==> src/rtl/sgw_pkg.sv <==
package sgw_pkg;

    typedef enum logic [2:0] {
        ST_IDLE,
        ST_FETCH_LO,
        ST_FETCH_HI,
        ST_MOVE,
        ST_STEP
    } walk_st_e;

    // register selects
    localparam logic [1:0] SEL_CTRL = 2'd0;
    localparam logic [1:0] SEL_BASE = 2'd1;
    localparam logic [1:0] SEL_STAT = 2'd2;

    // descriptor geometry
    localparam int ENTRY_BYTES = 8;
    localparam int DWORD_BYTES = 4;
    localparam int LAST_BIT    = 31;

endpackage

==> src/rtl/sgw_regs.sv <==
module sgw_regs
    import sgw_pkg::*;
#(
    parameter int AW = 32
) (
    input  logic          clk,
    input  logic          rst_n,
    input  logic          wr_en,
    input  logic [1:0]    wr_sel,
    input  logic [31:0]   wr_data,
    input  logic          dev_irq,
    output logic          go,
    output logic          run_q,
    output logic [AW-1:0] base_q,
    output logic          irq_sts
);

    logic ctrl_wr;
    logic base_wr;
    logic stat_wr;

    always_comb begin
        ctrl_wr = wr_en && (wr_sel == SEL_CTRL);
        base_wr = wr_en && (wr_sel == SEL_BASE);
        stat_wr = wr_en && (wr_sel == SEL_STAT);
        go      = ctrl_wr && wr_data[0];
    end

    always_ff @(posedge clk or negedge rst_n) begin
        if (!rst_n) begin
            run_q   <= 1'b0;
            base_q  <= '0;
            irq_sts <= 1'b0;
        end else begin
            if (ctrl_wr) begin
                run_q <= wr_data[0];
            end
            if (base_wr) begin
                base_q <= {wr_data[AW-1:2], 2'b00};
            end
            if (dev_irq) begin
                irq_sts <= 1'b1;
            end else if (stat_wr && wr_data[0]) begin
                irq_sts <= 1'b0;
            end
        end
    end

    p_irq_set_r9 : assert property (@(posedge clk) disable iff (!rst_n)
        dev_irq |=> irq_sts);

    p_irq_clr_r10 : assert property (@(posedge clk) disable iff (!rst_n)
        (stat_wr && wr_data[0] && !dev_irq) |=> !irq_sts);

    p_irq_hold_r10 : assert property (@(posedge clk) disable iff (!rst_n)
        (!dev_irq && !(stat_wr && wr_data[0])) |=> (irq_sts == $past(irq_sts)));

endmodule

==> src/rtl/sgw_decode.sv <==
module sgw_decode
    import sgw_pkg::*;
#(
    parameter int AW    = 32,
    parameter int CNT_W = 16
) (
    input  logic [31:0]   dw_lo,
    input  logic [31:0]   dw_hi,
    output logic [AW-1:0] reg_addr,
    output logic [CNT_W:0] reg_len,
    output logic          reg_last
);

    localparam int LEN_W = CNT_W + 1;

    logic [CNT_W-2:0] cnt_field;
    logic             unused_bits;

    always_comb begin
        cnt_field = dw_hi[CNT_W-1:1];
        reg_addr  = {dw_lo[AW-1:1], 1'b0};
        reg_last  = dw_hi[LAST_BIT];
        if (cnt_field == '0) begin
            reg_len = {1'b1, {CNT_W{1'b0}}};
        end else begin
            reg_len = LEN_W'({cnt_field, 1'b0});
        end
    end

    assign unused_bits = ^{dw_hi[LAST_BIT-1:CNT_W], dw_hi[0], dw_lo[0]};

endmodule

==> src/rtl/sgw_walker.sv <==
module sgw_walker
    import sgw_pkg::*;
#(
    parameter int AW = 32
) (
    input  logic          clk,
    input  logic          rst_n,
    input  logic          go,
    input  logic          run_q,
    input  logic [AW-1:0] base_q,
    output logic          mem_req,
    output logic [AW-1:0] mem_addr,
    input  logic          mem_ack,
    input  logic [31:0]   mem_rdata,
    output logic [31:0]   dw_lo_q,
    output logic [31:0]   dw_hi_q,
    input  logic          reg_last,
    output logic          mv_req,
    input  logic          mv_done,
    output logic          active
);

    localparam logic [AW-1:0] STEP_BYTES = AW'(ENTRY_BYTES);
    localparam logic [AW-1:0] HI_OFFSET  = AW'(DWORD_BYTES);

    walk_st_e      state, state_nx;
    logic [AW-1:0] ptr;
    logic          finish;

    assign finish = reg_last || !run_q;

    // state register
    always_ff @(posedge clk or negedge rst_n) begin
        if (!rst_n) begin
            state <= ST_IDLE;
        end else begin
            state <= state_nx;
        end
    end

    // transitions
    always_comb begin
        state_nx = state;
        unique case (state)
            ST_IDLE:     if (go)      state_nx = ST_FETCH_LO;
            ST_FETCH_LO: if (mem_ack) state_nx = ST_FETCH_HI;
            ST_FETCH_HI: if (mem_ack) state_nx = ST_MOVE;
            ST_MOVE:     if (mv_done) state_nx = ST_STEP;
            ST_STEP:     state_nx = finish ? ST_IDLE : ST_FETCH_LO;
            default:     state_nx = ST_IDLE;
        endcase
    end

    // datapath
    always_ff @(posedge clk or negedge rst_n) begin
        if (!rst_n) begin
            ptr     <= '0;
            dw_lo_q <= '0;
            dw_hi_q <= '0;
            active  <= 1'b0;
        end else begin
            unique case (state)
                ST_IDLE: begin
                    if (go) begin
                        ptr    <= base_q;
                        active <= 1'b1;
                    end
                end
                ST_FETCH_LO: if (mem_ack) dw_lo_q <= mem_rdata;
                ST_FETCH_HI: if (mem_ack) dw_hi_q <= mem_rdata;
                ST_MOVE: ;
                ST_STEP: begin
                    if (finish) begin
                        active <= 1'b0;
                    end else begin
                        ptr <= ptr + STEP_BYTES;
                    end
                end
                default: active <= 1'b0;
            endcase
        end
    end

    // outputs
    always_comb begin
        mem_req  = 1'b0;
        mem_addr = ptr;
        mv_req   = 1'b0;
        unique case (state)
            ST_FETCH_LO: mem_req = 1'b1;
            ST_FETCH_HI: begin
                mem_req  = 1'b1;
                mem_addr = ptr + HI_OFFSET;
            end
            ST_MOVE: mv_req = 1'b1;
            default: ;
        endcase
    end

    p_mem_hold_r11 : assert property (@(posedge clk) disable iff (!rst_n)
        (mem_req && !mem_ack) |=> (mem_req && $stable(mem_addr)));

    p_mv_hold_r11 : assert property (@(posedge clk) disable iff (!rst_n)
        (mv_req && !mv_done) |=> mv_req);

    p_hi_follows_r6 : assert property (@(posedge clk) disable iff (!rst_n)
        (mem_req && mem_ack && state == ST_FETCH_LO) |=>
            (mem_req && mem_addr == $past(mem_addr) + HI_OFFSET));

    p_last_ends_r7 : assert property (@(posedge clk) disable iff (!rst_n)
        (mv_req && mv_done && reg_last) |=> ##1 (!active && !mem_req));

    p_busy_r7 : assert property (@(posedge clk) disable iff (!rst_n)
        (mem_req || mv_req) |-> active);

endmodule

==> src/rtl/sgdma_walker.sv <==
module sgdma_walker
    import sgw_pkg::*;
#(
    parameter int AW    = 32,
    parameter int CNT_W = 16
) (
    input  logic             clk,
    input  logic             rst_n,
    input  logic             wr_en,
    input  logic [1:0]       wr_sel,
    input  logic [31:0]      wr_data,
    input  logic             dev_irq,
    output logic             mem_req,
    output logic [AW-1:0]    mem_addr,
    input  logic             mem_ack,
    input  logic [31:0]      mem_rdata,
    output logic             mv_req,
    output logic [AW-1:0]    mv_addr,
    output logic [CNT_W:0]   mv_len,
    input  logic             mv_done,
    output logic             active,
    output logic             run_en,
    output logic             irq_sts
);

    logic          go;
    logic [AW-1:0] base_q;
    logic [31:0]   dw_lo_q;
    logic [31:0]   dw_hi_q;
    logic          reg_last;

    sgw_regs #(.AW(AW)) u_regs (
        .clk     (clk),
        .rst_n   (rst_n),
        .wr_en   (wr_en),
        .wr_sel  (wr_sel),
        .wr_data (wr_data),
        .dev_irq (dev_irq),
        .go      (go),
        .run_q   (run_en),
        .base_q  (base_q),
        .irq_sts (irq_sts)
    );

    sgw_walker #(.AW(AW)) u_walk (
        .clk       (clk),
        .rst_n     (rst_n),
        .go        (go),
        .run_q     (run_en),
        .base_q    (base_q),
        .mem_req   (mem_req),
        .mem_addr  (mem_addr),
        .mem_ack   (mem_ack),
        .mem_rdata (mem_rdata),
        .dw_lo_q   (dw_lo_q),
        .dw_hi_q   (dw_hi_q),
        .reg_last  (reg_last),
        .mv_req    (mv_req),
        .mv_done   (mv_done),
        .active    (active)
    );

    sgw_decode #(.AW(AW), .CNT_W(CNT_W)) u_dec (
        .dw_lo    (dw_lo_q),
        .dw_hi    (dw_hi_q),
        .reg_addr (mv_addr),
        .reg_len  (mv_len),
        .reg_last (reg_last)
    );

    p_region_stable_r11 : assert property (@(posedge clk) disable iff (!rst_n)
        (mv_req && !mv_done) |=> ($stable(mv_addr) && $stable(mv_len)));

    p_region_even_r3 : assert property (@(posedge clk) disable iff (!rst_n)
        mv_req |-> (!mv_addr[0] && !mv_len[0]));

    p_len_nonzero_r5 : assert property (@(posedge clk) disable iff (!rst_n)
        mv_req |-> (mv_len != '0));

endmodule

==> config.mk <==
export PLATFORM = sky130hd
export DESIGN_NAME = sgdma_walker
export DESIGN_NICKNAME = d
export VERILOG_FILES = /design/src/rtl/sgw_pkg.sv /design/src/rtl/sgw_regs.sv /design/src/rtl/sgw_decode.sv /design/src/rtl/sgw_walker.sv /design/src/rtl/sgdma_walker.sv
export SDC_FILE = /design/constraint.sdc
export NUM_CORES = 1
export LEC_CHECK = 0
export CAP_MARGIN = 10
export CORE_MARGIN = 3
export CORE_UTILIZATION = 35
export DETAILED_ROUTE_END_ITERATION = 6
export PLACE_DENSITY = 0.58
export SYNTH_ARGS = -nofsm -noshare
export SYNTH_HDL_FRONTEND = slang
export SYNTH_HIERARCHICAL = 1
export SYNTH_SLANG_ARGS = --single-unit
==> constraint.sdc <==
create_clock -name clk -period 1.7 [get_ports clk]
set_clock_uncertainty 0.1 [all_clocks]
set_input_delay 0.17 -clock clk [delete_from_list [all_inputs] [get_ports clk]]
set_output_delay 0.17 -clock clk [all_outputs]
set_load 0.01 [all_outputs]
* Word-level counts from Yosys, hierarchy flattened
Index checks and enable logic that the tools add are counted. Widths: inputs -> output; s select.
Word-level totals: register bits 132, input port bits 72, output and inout bits 86, word-level logic and storage cells 60
Cells by class: add/sub/neg operators 2, equal/unequal tests 12, mux-type cells 18, bitwise operators 1, reductions and logical operators 19
Operators with widths (count):
- $mux 32 | 3
- $pmux 32 s2 | 1
- $add 32x3->32 const B | 1
- $add 32x4->32 const B | 1
- $mux 17 | 1
- $logic_not 15->1 | 1
- $pmux 3 s5 | 1
- $mux 3 | 4
- $ne 2x2->1 const B | 5
- $mux 1 | 7
- $eq 3x2->1 const B | 2
- $reduce_and 3->1 | 2
- $logic_and 1x1->1 | 5
- $reduce_and 2->1 | 2
- $reduce_and 4->1 | 1
- $reduce_bool 2->1 | 2
- $eq 3x1->1 const B | 1
- $eq 3x3->1 const B | 1
- $logic_not 3->1 | 1
- $pmux 1 s3 | 1
- $reduce_or 3->1 | 1
- $eq 2x1->1 const B | 1
- $eq 2x2->1 const B | 1
- $logic_not 2->1 | 1
- other kinds (5) | 5

* Depth between registers and ports, before layout
Gate-level depths: netlist (run 1).
word-level depth 5, depth in mapped cells 7, gate-level depth less buffers 5

* Modules after synthesis
The synthesis (run 1) kept the hierarchy.
Modules (own cells, without submodules):
- sgw_walker | times used 1, cells each 517, area each 5526.6 um^2, sequential area each 2502.4 um^2
- sgw_regs | times used 1, cells each 74, area each 1368.8 um^2, sequential area each 800.8 um^2
- sgw_decode | times used 1, cells each 55, area each 347.8 um^2, sequential area each 0.0 um^2

* Worst setup path after synthesis (run 1)
No wires, ideal clock.
path type reg2out, start point reg u_walk.ptr[3], end point out mem_addr[28], arrival time 1.633 ns, data required time 1.430 ns, setup slack -0.203 ns, cell stages (with the launch flop) 6, path buffers 0, cell sequence dfrtp_1 > ha_1 > nand4bb_4 > nor4_4 > nand4_1 > xnor2_1
On the way: longest elaborated chain between the ends 2
Ends and longest elaborated chain:
- start: declaration | RTL line sgw_walker.sv:27 | logic [AW-1:0] ptr;
- start signal: assignment | RTL line sgw_walker.sv:65 | ptr <= base_q;
- start signal: assignment | RTL line sgw_walker.sv:76 | ptr <= ptr + STEP_BYTES;
- $add 32x3->32 | RTL line sgw_walker.sv:93 | mem_addr = ptr + HI_OFFSET;
- $mux 32 | RTL line sgw_walker.sv:89 | unique case (state)
- end: declaration | RTL line sgdma_walker.sv:14 | output logic [AW-1:0] mem_addr,
No other way between the ends.

* Worst setup path in the final report (run 1)
start point reg u_walk.ptr[3], end point out mem_addr[31]
The elaborated chain is that of the path after synthesis.

==> impl_metrics.py, run 1 <==
metrics = {
    "hold_path": {
        "hold_path.class": "in -> async",
    },
    "flow_run": {
        "drv_cap": 0,
    },
    "power": {
        "seqPwrFrac": 0.257,
        "p_sw_frac": 0.362,
        "p_sw_w": 0.00681,
        "combPwrFrac": 0.544,
        "vdd_drop_max_mv": 0.968,
        "power_density_nw_per_um2": 1630,
        "leakagePower_nw": 5.10,
        "clock_power_share": 0.199,
        "cell_internal_pwr_w": 0.0120,
    },
    "clock_tree": {
        "htreeDepth": 4,
        "cts_tree": "built",
        "clock_latency_ns": 0.42,
        "cts.clk_slew.worst_paths_ns": 0.07,
        "cts_buffer_depth": 2,
        "cts_root_buf": "clkbuf_16",
        "cts_buffers": 17,
        "clock_sinks": 115,
    },
    "placement": {
        "detailed_place_hpwl_um": 14400,
        "dp.cells": 1030,
        "gp_congestion": 0.871,
        "port_buffers": 153,
    },
    "setup_path": {
        "crit_fanout": 5,
        "r2r_cells": 12,
        "cp-end-kind": "primary output",
        "worstPathRequired_ns": 1.43,
        "critPathKind": "reg -> out",
        "worstPathArrival_ns": 2.09,
        "worst_setup_path_start_kind": "flip-flop",
    },
    "global_route": {
        "grt.overflow.total": 0,
        "grt_pass1_vias": 6610,
        "track_usage": 0.233,
        "grt_start_max_net_pins": 44,
        "grt_pass1_wl_um": 37200,
        "antenna_found_initial": 0,
    },
    "outcome": {
        "violations": "setup timing",
        "status": "complete, but fails checks",
    },
    "timing": {
        "fin_crit_sh": 1.39,
        "period_needed_ns": 2.36,
        "tns_ns": -47.30,
        "rsz0062_at_grt": "yes",
        "setup_viol": 114,
        "timing.hold.ws_ns": 0.0972,
        "setup_ws_ns": -0.659,
        "slew_headroom": 0.639,
        "slew_violations": 0,
        "worst_slew_pin_slew_ns": 0.536,
        "fmax_mhz": 424,
        "hold_violations": 0,
    },
    "route": {
        "num_vias": 6161,
        "viasPerCell": 5.45,
        "wl_per_cell_um": 21.9,
        "first_pass_iters": 5,
        "drt_iter0_markers": 419,
        "antenna_left": 0,
        "drc": 0,
        "routed_wl_um": 24800,
    },
    "floorplan": {
        "die_height_um": 144,
        "dieArea_um2": 20600,
        "die_w_um": 144,
        "initial_utilization": 0.363,
        "ios": 158,
        "placementRows": 49,
        "core_area_um2": 18300,
    },
    "synthesis": {
        "yosys_warnings": 6,
        "syn-cell-area_um2": 6630,
        "syn_area_per_cell_um2": 10.8,
        "synth_cells": 612,
    },
    "cells_and_area": {
        "fin_nets": 963,
        "fin_util": 0.630,
        "drive_above_1_share": 0.553,
        "n_antenna_cell": 0,
        "area_delta_synth_final_pct": 73.8,
        "layout.cells.non_filler": 1131,
    },
}
state kept, by name (all words and copies together), names as in the netlist:
| name | cells |
|---|---|
| u_walk/state | 3 |
| u_walk/dw_lo_q | 31 |
| u_walk/ptr | 32 |
| u_regs/irq_sts | 1 |
| u_walk/dw_hi_q | 16 |
| u_regs/base_q | 30 |
| u_regs/run_q | 1 |
| u_walk/active | 1 |
worst paths after layout:
check / startpoint / to / slack (ns)
max in group asynchronous: rst_n / u_walk/state[0]$_DFFE_PN0P_ / 0.75
hold reg to reg: u_regs/irq_sts$_DFFE_PN0P_ / u_regs/irq_sts$_DFFE_PN0P_ / 0.38
setup reg to reg: u_walk/state[0]$_DFFE_PN0P_ / u_walk/ptr[8]$_DFFE_PN0P_ / -0.52
min in group clk: dev_irq / u_regs/irq_sts$_DFFE_PN0P_ / 0.20
hold / removal: rst_n / u_walk/ptr[11]$_DFFE_PN0P_ / 0.1
setup / recovery: u_walk/ptr[3]$_DFFE_PN0P_ / mem_addr[31] / -0.66
timing repair:
item | 4_1_cts | 5_1_grt
endpoints found under the setup margin | 105 | 118
hold endpoints to repair | 115 | 0
setup buffers | 35 | 21
resized for setup | 336 | 106
gates cloned | 21 | 1
pin swaps | 60 | 70
hold buffers | 1 | 0
metrics by stage:
stage               cell area [um2]  total power (W)  setup WS, ns
finish                        11500           0.0188        -0.659
global route                  11500           0.0197        -0.720
CTS                           11000           0.0179        -0.676
detailed placement             9100           0.0127        -0.596
global placement               9100           0.0125        -0.503
floorplan                      6800          0.00894       -0.0842
cell usage in the layout, fill, tap and decap left out, types with 7 or more instances in the layout:
cell             count
buf_4              118
nand4_1             22
nor2_4               9
clkbuf_16           18
clkdlybuf4s50_1    106
dlygate4sd2_1        9
buf_6               45
dfrtp_1            111
buf_16              11
nand3_1             15
xnor2_2             19
mux2_2              11
buf_2               29
buf_8                9
and2_4              11
mux2_4              71
mux2i_1              7
nor2_1               8
xnor2_1              7
buf_12              22
nand2_1             30
a21oi_2             11
worst max-delay path, stage by stage (launching register included):
cell	delay (ns)
dfrtp_1	0.41
buf_6	0.13
ha_4	0.12
and2_4	0.15
and4_4	0.26
buf_8	0.15
nand4_1	0.14
xnor2_2	0.17
buf_2	0.15
power by group through the flow:
stage / Clock (W) / Sequential [W] / Combinational, W
after floorplan: 0 / 0.00446 / 0.00447
after global placement: 0 / 0.00463 / 0.00785
after detailed placement: 0 / 0.00468 / 0.00799
after CTS: 0.00379 / 0.00471 / 0.00945
after global routing: 0.00394 / 0.00496 / 0.0108
final: 0.00375 / 0.00483 / 0.0103
cell type report:
type / instances / area, um2
fillers: 1379 / 6750
clock buffers: 18 / 439
well taps: 229 / 287
multi-input cells: 395 / 4070
clock inverters: 14 / 168
flip-flops and latches: 115 / 2880
inverters: 4 / 15.0
repair buffers: 356 / 3650
metal layers:
layer,wire (um),vias up,GRT usage
met5,0,-,0
met1,9460,3078,0.273
met2,12600,314,0.411
li1,-,2706,-
met4,731,0,0.0644
met3,2020,63,0.0769
(Power assumes the default switching activity.)
==> run 2: changes to the inputs <==
--- a/config.mk
+++ b/config.mk
@@ -5,6 +5,7 @@
 export SDC_FILE = /design/constraint.sdc
 export NUM_CORES = 1
 export LEC_CHECK = 0
+export ABC_AREA = 1
 export CAP_MARGIN = 10
 export CORE_MARGIN = 3
 export CORE_UTILIZATION = 35
==> constraint.sdc (replaced) <==
create_clock -name clk -period 1.7 [get_ports clk]
set_clock_uncertainty 0.1 [all_clocks]
set_input_delay 0.17 -clock clk [delete_from_list [all_inputs] [get_ports clk]]
set_output_delay 0.17 -clock clk [all_outputs]
set_load 0.05 [all_outputs]
==> run 2 against run 1 <==
  * Hold slack better by 0.028 ns
  * Critical path type unchanged
  * Largest power group unchanged
  * Global-route usage is 4.7 points lower
  * Combinational power is 25% higher
  * Synthesized cell count is 49% higher
  * Non-clock buffer count is 44 lower
  * Clock power is 5% lower
  * The flow still finishes with violations (setup timing)
==> impl_metrics.py, run 2 <==
metrics = {
    "outcome": {
        "status": "complete, but fails checks",
        "violations": "setup timing",
    },
    "clock_tree": {
        "cts_tree": "built",
        "htreeDepth": 4,
        "cts_buffers": 17,
        "clock_sinks": 115,
        "clock_latency_ns": 0.41,
        "cts_root_buf": "clkbuf_16",
        "cts.clk_slew.worst_paths_ns": 0.06,
        "cts_buffer_depth": 2,
    },
    "setup_path": {
        "critPathKind": "reg -> out",
        "crit_cells": 8,
        "reg2reg_slack_ns": -0.18,
        "crit_buf_inv": 3,
        "worstReg2RegStart": "u_walk/state[2]$_DFFE_PN0P_",
        "slowest_stage": "dfrtp_2",
        "cp_common_cell": "buf_4",
        "slowest_delay_ns": 0.42,
        "crit_start": "u_walk/state[2]$_DFFE_PN0P_",
        "cp_cell_sequence": "nor2_4, nand3_4, nor2_8, nand3b_4, buf_4, buf_4, xnor2_4, buf_12",
        "worstPathRequired_ns": 1.43,
        "r2r_end": "u_walk/dw_hi_q[3]$_DFFE_PN0P_",
        "worstPathArrival_ns": 2.01,
        "worst_setup_path_start_kind": "flip-flop",
        "crit_fanout": 4,
        "critPathTopFamily": "simple AND/OR/NAND/NOR gates",
        "r2r_cells": 12,
        "crit_end": "mem_addr[10]",
        "cp-end-kind": "primary output",
    },
    "placement": {
        "dp_slack_ns": -0.168,
        "gp_congestion": 0.846,
        "detailed_place_hpwl_um": 13900,
        "port_buffers": 153,
    },
    "timing": {
        "rsz0062_at_grt": "yes",
        "hold_violations": 0,
        "setup_viol": 59,
        "fin_crit_sh": 1.34,
        "period_needed_ns": 2.28,
        "fmax_mhz": 438,
        "slew_violations": 0,
        "setup_ws_ns": -0.581,
    },
    "global_route": {
        "antenna_found_initial": 1,
        "track_usage": 0.186,
        "grt_pass1_wl_um": 30600,
        "grt.overflow.total": 0,
        "grt_start_max_net_pins": 63,
        "grt_pass1_vias": 6122,
    },
    "route": {
        "first_pass_iters": 4,
        "drt_iter0_markers": 326,
        "routed_wl_um": 20000,
        "antenna_left": 0,
        "viasPerCell": 4.45,
        "num_vias": 6390,
        "wl_per_cell_um": 13.9,
        "drc": 0,
    },
    "cells_and_area": {
        "n_antenna_cell": 0,
        "reg.largest.list": "u_walk/ptr: 32 flops, u_walk/dw_lo_q: 31 flops, u_regs/base_q: 30 flops",
        "final_cell_mix": "nand2_1 (225), buf_4 (177), inv_1 (113)",
        "area_delta_synth_final_pct": 65.8,
        "fin_util": 0.594,
        "fin_nets": 1236,
        "multi_input_area_um2": 3690,
        "largest-register": "u_walk/ptr",
        "final_common_cell": "nand2_1",
        "largest_reg_flops": 32,
        "seq_area_um2": 2890,
        "nFillCells": 1673,
        "drive_above_1_share": 0.409,
    },
    "floorplan": {
        "placementRows": 50,
        "ios": 158,
        "core_area_um2": 18800,
        "dieArea_um2": 21000,
        "initial_utilization": 0.358,
        "die_height_um": 145,
        "die_w_um": 145,
    },
    "synthesis": {
        "yosys_warnings": 6,
        "synth_cells": 913,
        "syn-cell-area_um2": 6750,
        "syn_area_per_cell_um2": 7.39,
    },
    "flow_run": {
        "drv_cap": 0,
    },
    "power": {
        "leakagePower_nw": 5.31,
        "vdd_drop_max_mv": 1.27,
        "power_density_nw_per_um2": 1890,
    },
    "hold_path": {
        "hold_path.class": "in -> async",
    },
}
==> run 2: cell count changes in the layout (fill, tap and decap cells not counted), moves of 52 or more <==
cell     change
buf_4       +59
nor2_1      +52
inv_1      +109
nand2_1    +195
mux2_4      -71
==> run 2: how the worst min path moves through the flow <==
stage	cells after the start	from	to
floorplan	0	rst_n	u_regs/base_q[10]$_DFFE_PN0P_
finish	2	rst_n	u_walk/dw_lo_q[8]$_DFFE_PN0P_
detailed placement	1	rst_n	u_walk/dw_lo_q[8]$_DFFE_PN0P_
global route	2	rst_n	u_walk/dw_lo_q[8]$_DFFE_PN0P_
global placement	1	rst_n	u_walk/dw_lo_q[8]$_DFFE_PN0P_
CTS	2	rst_n	u_walk/dw_hi_q[8]$_DFFE_PN0P_
==> run 2: report_power, final <==
group | internal [W] | leakage (nW) | switching, W
Sequential | 0.00380 | 1.42 | 0.000874
Combinational | 0.00550 | 3.60 | 0.00744
Clock | 0.00221 | 0.283 | 0.00137
Total | 0.0115 | 5.31 | 0.00969
==> run 2: final cells by class <==
class | instances | area share
Clock buffer | 18 | 0.0392
Sequential cell | 115 | 0.258
Timing Repair Buffer | 312 | 0.287
Clock inverter | 14 | 0.0138
Multi-Input combinational cell | 592 | 0.330
Inverter | 124 | 0.0434
Tap cell | 260 | 0.0291
==> run 2: repair_timing <==
action | 4_1_cts | 5_1_grt
hold endpoints to repair | 115 | 0
pin swaps | 22 | 48
buffers inserted | 18 | 23
gates cloned | 2 | 4
setup endpoints to repair | 35 | 78
resized for setup | 64 | 92
hold buffers | 1 | 0
==> run 2: layer usage <==
layer | up-vias | track usage | part of all wire
li1 | 3267 | - | -
met5 | - | 0 | 0.00090
met4 | 2 | 0.0604 | 0.023
met2 | 180 | 0.298 | 0.48
met1 | 2909 | 0.234 | 0.42
met3 | 32 | 0.0713 | 0.075
==> run 2: through the flow <==
stage          total power [W]  hold WS (ns)  instance area [um2]  cells  setup TNS [ns]
5_1_grt                 0.0224         0.138                11200   1435          -23.63
4_1_cts                 0.0205         0.107                10600   1413          -14.48
3_5_place_dp            0.0161        0.0138                 9590   1362           -5.03
2_1_floorplan           0.0117        -0.226                 7100    915           -1.35
3_3_place_gp            0.0160        0.0128                 9590   1362           -4.31
6_report                0.0212         0.126                11200   1435          -18.21
